[src/rtl/bpc_pkg.sv]
package bpc_pkg;
  localparam int LFSR_W = 16;
  localparam logic [LFSR_W-1:0] LFSR_RST = 16'h0001;

  // Fibonacci step, taps at 16/14/13/11 (maximal length)
  function automatic logic [LFSR_W-1:0] lfsr_step(input logic [LFSR_W-1:0] cur);
    return {cur[LFSR_W-2:0], cur[15] ^ cur[13] ^ cur[12] ^ cur[10]};
  endfunction

  function automatic logic [LFSR_W-1:0] seed_fix(input logic [LFSR_W-1:0] s);
    return (s == '0) ? LFSR_RST : s;
  endfunction

  function automatic logic slot_hit(input logic [LFSR_W-1:0] cur,
                                    input logic [LFSR_W-1:0] per);
    if (per == '0) return 1'b0;
    return (cur % per) == '0;
  endfunction
endpackage

[src/rtl/bpc_lfsr.sv]
module bpc_lfsr
  import bpc_pkg::*;
(
  input  logic              clk,
  input  logic              rst_n,
  input  logic              load,
  input  logic [LFSR_W-1:0] seed,
  output logic [LFSR_W-1:0] state
);
  logic [LFSR_W-1:0] nxt;

  always_comb begin
    nxt = load ? seed_fix(seed) : lfsr_step(state);
  end

  always_ff @(posedge clk) begin
    if (!rst_n) state <= LFSR_RST;
    else        state <= nxt;
  end

  p_lfsr_nonzero_r2: assert property (@(posedge clk) disable iff (!rst_n)
    state != '0);
  p_lfsr_load_r2: assert property (@(posedge clk) disable iff (!rst_n)
    (load && seed != '0) |=> state == $past(seed));
endmodule

[src/rtl/bpc_gate.sv]
module bpc_gate (
  input  logic clk,
  input  logic rst_n,
  input  logic en,
  input  logic hit,
  input  logic full_mode,
  input  logic up_valid,
  input  logic dn_flow,
  output logic up_ready,
  output logic dn_valid,
  output logic cong,
  output logic rdy_eff
);
  logic pend_q;
  logic offer_stuck;

  assign rdy_eff     = full_mode ? ~dn_flow : dn_flow;
  assign cong        = en & hit & ~pend_q;
  assign dn_valid    = up_valid & ~cong;
  assign up_ready    = rdy_eff & ~cong;
  assign offer_stuck = dn_valid & ~rdy_eff;

  always_ff @(posedge clk) begin
    if (!rst_n) pend_q <= 1'b0;
    else        pend_q <= offer_stuck;
  end

  // a refused offer is never followed by congestion
  p_no_cong_after_stuck_r7: assert property (@(posedge clk) disable iff (!rst_n)
    offer_stuck |=> !cong);
  // both sides transfer together
  p_xfer_pair_r6: assert property (@(posedge clk) disable iff (!rst_n)
    (up_valid && up_ready) == (dn_valid && rdy_eff));
endmodule

[src/rtl/bpc_counter.sv]
module bpc_counter #(
  parameter int CNT_W = 16
) (
  input  logic             clk,
  input  logic             rst_n,
  input  logic             inc,
  output logic [CNT_W-1:0] cnt
);
  localparam logic [CNT_W-1:0] CNT_MAX = '1;

  always_ff @(posedge clk) begin
    if (!rst_n)                     cnt <= '0;
    else if (inc && cnt != CNT_MAX) cnt <= cnt + 1'b1;
  end

  p_cnt_step_r9: assert property (@(posedge clk) disable iff (!rst_n)
    (inc && cnt != CNT_MAX) |=> cnt == $past(cnt) + 1'b1);
  p_cnt_hold_r9: assert property (@(posedge clk) disable iff (!rst_n)
    (!inc || cnt == CNT_MAX) |=> $stable(cnt));
endmodule

[src/rtl/bp_congestor.sv]
module bp_congestor
  import bpc_pkg::*;
#(
  parameter int DATA_W   = 8,
  parameter int PERIOD_W = 8,
  parameter int CNT_W    = 16
) (
  input  logic                clk,
  input  logic                rst_n,
  input  logic                cfg_en,
  input  logic                seed_load,
  input  logic [LFSR_W-1:0]   seed_val,
  input  logic [PERIOD_W-1:0] period_val,
  input  logic                full_mode,
  input  logic                up_valid,
  output logic                up_ready,
  input  logic [DATA_W-1:0]   up_data,
  output logic                dn_valid,
  input  logic                dn_flow,
  output logic [DATA_W-1:0]   dn_data,
  output logic                cong_active,
  output logic [CNT_W-1:0]    cong_count
);
  localparam int PAD_W = LFSR_W - PERIOD_W;

  logic [LFSR_W-1:0] lfsr_q;
  logic [LFSR_W-1:0] per_ext;
  logic              slot;
  logic              rdy_eff;

  assign per_ext = {{PAD_W{1'b0}}, period_val};
  assign slot    = slot_hit(lfsr_q, per_ext);
  assign dn_data = up_data;

  bpc_lfsr u_lfsr (
    .clk(clk), .rst_n(rst_n), .load(seed_load), .seed(seed_val), .state(lfsr_q)
  );

  bpc_gate u_gate (
    .clk(clk), .rst_n(rst_n), .en(cfg_en), .hit(slot), .full_mode(full_mode),
    .up_valid(up_valid), .dn_flow(dn_flow), .up_ready(up_ready),
    .dn_valid(dn_valid), .cong(cong_active), .rdy_eff(rdy_eff)
  );

  bpc_counter #(.CNT_W(CNT_W)) u_cnt (
    .clk(clk), .rst_n(rst_n), .inc(cong_active), .cnt(cong_count)
  );

  p_bypass_r8: assert property (@(posedge clk) disable iff (!rst_n)
    !cfg_en |-> (dn_valid == up_valid) && (up_ready == rdy_eff));
  p_period_zero_r10: assert property (@(posedge clk) disable iff (!rst_n)
    (period_val == '0) |-> !cong_active);
  p_cong_closes_r3: assert property (@(posedge clk) disable iff (!rst_n)
    cong_active |-> !dn_valid && !up_ready);
endmodule

[config.mk]
export PLATFORM = sky130hd
export DESIGN_NAME = bp_congestor
export DESIGN_NICKNAME = d
export VERILOG_FILES = /design/src/rtl/bpc_pkg.sv /design/src/rtl/bpc_lfsr.sv /design/src/rtl/bpc_gate.sv /design/src/rtl/bpc_counter.sv /design/src/rtl/bp_congestor.sv
export SDC_FILE = /design/constraint.sdc
export NUM_CORES = 1
export LEC_CHECK = 0
export BUFFER_PORTS_ARGS = -buffer_cell sky130_fd_sc_hd__buf_2
export CAP_MARGIN = 0
export CORE_AREA = 2 2 131 101
export DETAILED_ROUTE_END_ITERATION = 6
export DIE_AREA = 0 0 133 103
export PLACE_DENSITY = 0.84
export SLEW_MARGIN = 10
export SYNTH_ARGS = -nofsm -noshare
export SYNTH_HDL_FRONTEND = slang
export SYNTH_SLANG_ARGS = --single-unit
[constraint.sdc]
create_clock -name clk -period 95 [get_ports clk]
set_input_delay 19 -clock clk [delete_from_list [all_inputs] [get_ports clk]]
set_output_delay 19 -clock clk [all_outputs]
set_load 0.05 [all_outputs]
## Yosys cells after proc, flatten, opt, wreduce, memory -nomap -nowiden

Cells that the tools add are included.

- Muxes and demuxes: 6
- Multipliers: 0
- Div/mod/pow operators: 1
- Reduce and logical (&&, ||, !) cells: 4
- Equality and inequality tests: 1
- Add/sub/neg operators: 1
- Shifts and indexed selects: 0
- Order comparisons: 0
- Bitwise operators: 12

Operator list:

| cell | count |
|---|---|
| 16-bit zero test | 3 |
| 16-bit two-way mux | 2 |
| 16-bit by 1-bit adder with 16-bit output, second input constant | 1 |
| 16-bit by 8-bit modulo with 16-bit output | 1 |
| 16-bit inequality test, second input constant | 1 |
| 1-bit AND | 5 |
| 1-bit two-way mux | 4 |
| 1-bit inverter | 4 |
| 1-bit XOR | 3 |
| 1-bit logical AND | 1 |

- Input bits: 39
- Output and inout bits: 27
- Latch bits: 0
- ROM bits: 0
- Register bits: 33
- Bits in writable memories: 0
- Memories: 0
- Logic and storage cells: 28

## Longest topological paths before layout

- Depth in word-level cells: 8
- Depth in mapped cells: 162
- Gate-level depth less buffers: 153

## Hierarchy

A second synthesis with hierarchy kept.

- Cell total of the unflattened synthesis: 1032
- Area, all modules: 7881.3 um^2

By module, submodules not included:

| module | times used | cells an instance | area each (um^2) | sequential area each (um^2) |
|---|---|---|---|---|
| bp_congestor | 1 | 866 | 6312.3 | 0.0 |
| bpc_counter | 1 | 97 | 837.1 | 320.3 |
| bpc_lfsr | 1 | 61 | 668.1 | 320.3 |
| bpc_gate | 1 | 8 | 63.8 | 20.0 |

## Worst setup path before layout

No wires, ideal clock.

- Kind: in2out
- Start point: input port period_val[6]
- End point: output port dn_valid
- Buffers on the path: 8
- Required time: 76.000 ns
- Path slack: 25.212 ns
- Cell stages on the path: 153
- Arrival time: 50.788 ns
- Path through: or4_1 -> buf_2 -> nor3_1 -> a21oi_1 -> a21oi_1 -> ha_1 -> or4b_1 -> o311ai_0 -> a211oi_1 -> ha_1 -> a21oi_1 -> nand3_1 -> and4b_1 -> or2_2 -> ha_1 -> a21o_1 -> o211a_1 -> or2_2 -> [117 not listed] -> a21oi_1 -> ha_1 -> a21oi_1 -> o21ai_0 -> and2_1 -> o21ai_0 -> nand2b_1 -> a21oi_1 -> o21bai_1 -> and2_1 -> nor2_1 -> nor2_1 -> nor3_1 -> nor4_1 -> a211oi_1 -> clkbuf_1 -> nand2b_1 -> and2_1

- Word-level cells in the longest chain between the ends: 7
- Elaborated cells between the ends (all ways): 9
- Those cells by class: 1 x div; 2 x mux; 4 x bitwise; 2 x reduce/logical

Ends and longest elaborated chain:

| what | line | source |
|---|---|---|
| from (decl) | bp_congestor.sv:13 | `input logic [PERIOD_W-1:0] period_val,` |
| 16-bit by 8-bit modulo with 16-bit output / 16-bit zero test (equally long branches) | bpc_pkg.sv:17, bpc_pkg.sv:16 |  |
| 16-bit zero test / 1-bit two-way mux (equally long branches) | bpc_pkg.sv:17, bpc_pkg.sv:16 |  |
| 1-bit two-way mux * | bpc_pkg.sv:17 | `return (cur % per) == '0;` |
| 1-bit AND * (2 in series) | bpc_gate.sv:18 | `assign cong = en & hit & ~pend_q;` |
| 1-bit inverter * | bpc_gate.sv:19 | `assign dn_valid = up_valid & ~cong;` |
| 1-bit AND * | bpc_gate.sv:19 |  |
| to (decl) | bp_congestor.sv:18 | `output logic dn_valid,` |

Every way passes the cells marked *; elsewhere a longest branch is shown, timed or not.

## Worst setup path in the final report

Ends and elaborated chain as after synthesis.

==> results.cfg <==
[status]
status = finished clean

[clock_network]
htreeDepth = 2
root_buffer = clkbuf_16
cts-buffers-inserted = 5
clock_sinks = 33
cts_resized = 0
cts_hold_buf = 0
post_cts_buffers = 0
cts_tree = done
clock_path_buffers = 2
path_clk_slew_ps = 60
insertion_delay_ps = 280

[timing]
post-route-period-util_pct = 80.4
max_freq_ghz = 0.0131
setup-tns-final_ps = 0
maxSlewViolCount = 0
hold_viol_final = 0
rsz0062_at_grt = false
skew_ps = 6.69
min_period_ps = 76390
timing.slew.headroom_pct = 20.8
setup_viol = 0
worst_pin_slew_ps = 1190

[worst_setup_path]
critPathSlowestCell = o41ai_1
end_kind = output port
cp_common_cell = o21a_1
start_kind = input pin
crit_family = compound AO/OA/AOI/OAI gates
reg2reg_from = u_lfsr.state[15]$_SDFF_PN0_
crit_arrival_ps = 57390
worstSetupPathType = input pin to output port
worst-path-buf-inv = 3
crit_path_max_incr_delay_ps = 940
worstPathMaxFanout = 19
critPathLaunch = period_val[6]
required_ps = 76000

[floorplan]
chipWidth_um = 133
die_h_um = 103
ioPinCount = 66
fp.dieArea_um2 = 13700
coreArea_um2 = 12600
num_rows = 36
initial_core_util_pct = 63.0

[global_route]
antenna_found_initial = 0
grt_max_degree = 32
grt_pass1_vias = 7466
grtUsageTotal_pct = 30.1
grt_first_pass_wirelength_um = 34900
grt_overflow = 0

[final_layout]
nFillCells = 1035
final_layout_size_suffix_gt1_share_pct = 14.1
area_growth_pct = 5.55
final_cell_mix = 107 x nor2_1, 102 x ha_1, 59 x nor3_1
diodes = 0
nNetsFinal = 1191
layout_commonest_cell = nor2_1

[routing]
dr.max_layer_used = met4
first_pass_iters = 5
drc = 0
ant_nets = 0
vias = 8057
totalWireLength_um = 20800
wl_met1_um = 9910
wl_met2_um = 8850
post_drt_via_cell_ratio = 6.60
wl_per_cell_um = 17.0
wl_met3_um = 1780
drt_iter0_drc = 660

[yosys]
synth_top_area_cell = ha_1
synthCells = 1034
synth_edf_count = 0
yosysTopAreaCellShare_pct = 16.1
synth_nets = 1176
synthDistinctLibCells = 101
synth_area_leaders = ha_1 16%, dfxtp_1 8.3%, nor2_1 5.1%
async_flop_share_pct = 0
ys_warn_count = 0
synth.avg_cell_area_um2 = 7.66
synth_seq_cells = 33
synth.yosys.seq_area_share_pct = 8.34
syn_area_um2 = 7920
synth-main-ff-cell = dfxtp_1

[placement]
gp_congestion = 0.931
hpwl_um = 16200
port_buffers = 49

[job]
cap_viol_max_count = 0

[min_path]
hold_path.class = register to register
hold_start = u_cnt.cnt[5]$_SDFFE_PN0P_
-- sequential cells by signal (all words and copies together), names as in the netlist --
signal	flops
u_lfsr.state	16
u_gate.pend_q	1
u_cnt.cnt	16
-- layer usage --
layer / vias to the layer above / global-route usage, %
li1: 3989 / -
met1: 3712 / 42.4
met2: 329 / 50.1
met3: 27 / 3.54
met4: 0 / 6.12
met5: - / 0
-- final timing paths --
check / end / slack [ps] / cells past startpoint
setup reg to reg: u_cnt.cnt[4]$_SDFFE_PN0P_ / 57210 / 141
hold / removal: u_cnt.cnt[5]$_SDFFE_PN0P_ / 490 / 2
hold reg to reg: u_cnt.cnt[5]$_SDFFE_PN0P_ / 490 / 2
setup / recovery: dn_valid / 18610 / 145
-- through the flow --
step / hold slack (ps) / util, % / cell area, µm² / setup slack [ps] / cells
floorplan: 478 / - / 7920 / 25210 / 1034
global placement: 477 / 65.1 / 8190 / 20900 / 1213
detailed placement: 478 / 65.1 / 8190 / 19710 / 1213
CTS: 488 / 66.5 / 8360 / 19420 / 1221
global route: 521 / 66.5 / 8360 / 15740 / 1221
finish: 494 / 66.5 / 8360 / 18610 / 1221
-- cell usage after synthesis (5+ instances only) --
master and count:
xor2_1 25, mux2_2 27, mux2i_1 34, nor4_1 11, clkbuf_1 25, a211oi_1 8
a21o_1 24, o41ai_2 10, a2111o_1 5, o21a_1 42, nor3b_1 7, nand2_1 55
or2_2 11, nand3_1 27, buf_4 10, o21ai_0 46, ha_1 102, o31ai_1 11
and2_1 10, o211ai_1 5, a31oi_1 8, o21ai_1 5, nor3_1 59, inv_1 35
o311ai_2 8, a21boi_0 6, nor2_1 107, a21oi_1 56, dfxtp_1 33, nand4_1 14
nand2b_1 26, o21bai_1 5, or3_1 11, nor2b_1 13, xnor2_1 26, and3_1 10
or4_1 6
-- area by class of cell --
| cell class | instances | area [µm²] | area share [%] |
|---|---|---|---|
| Multi-Input combinational cell | 922 | 6920 | 82.8 |
| Tap cell | 171 | 214 | 2.56 |
| Clock inverter | 3 | 46.3 | 0.554 |
| Sequential cell | 33 | 661 | 7.91 |
| Inverter | 36 | 135 | 1.62 |
| Timing Repair Buffer | 51 | 260 | 3.11 |
| Clock buffer | 5 | 125 | 1.50 |
-- worst min-delay path, stage by stage (launching register included) --
cell	delay [ps]
dfxtp_1	330
nand2_1	60
mux2i_1	50
-- kinds of logic after synthesis --
| family | synth area share [%] |
|---|---|
| buffers and inverters | 4.47 |
| AO/OA/AOI/OAI | 29.6 |
| XOR/XNOR | 6.05 |
| flip-flops | 8.34 |
| adder cells (fa/ha/maj) | 16.5 |
| AND/OR/NAND/NOR | 26.7 |
| multiplexers | 8.33 |
Power is not shown: default switching activity piles up to over one toggle a cycle in this logic, so the estimate is an artifact.
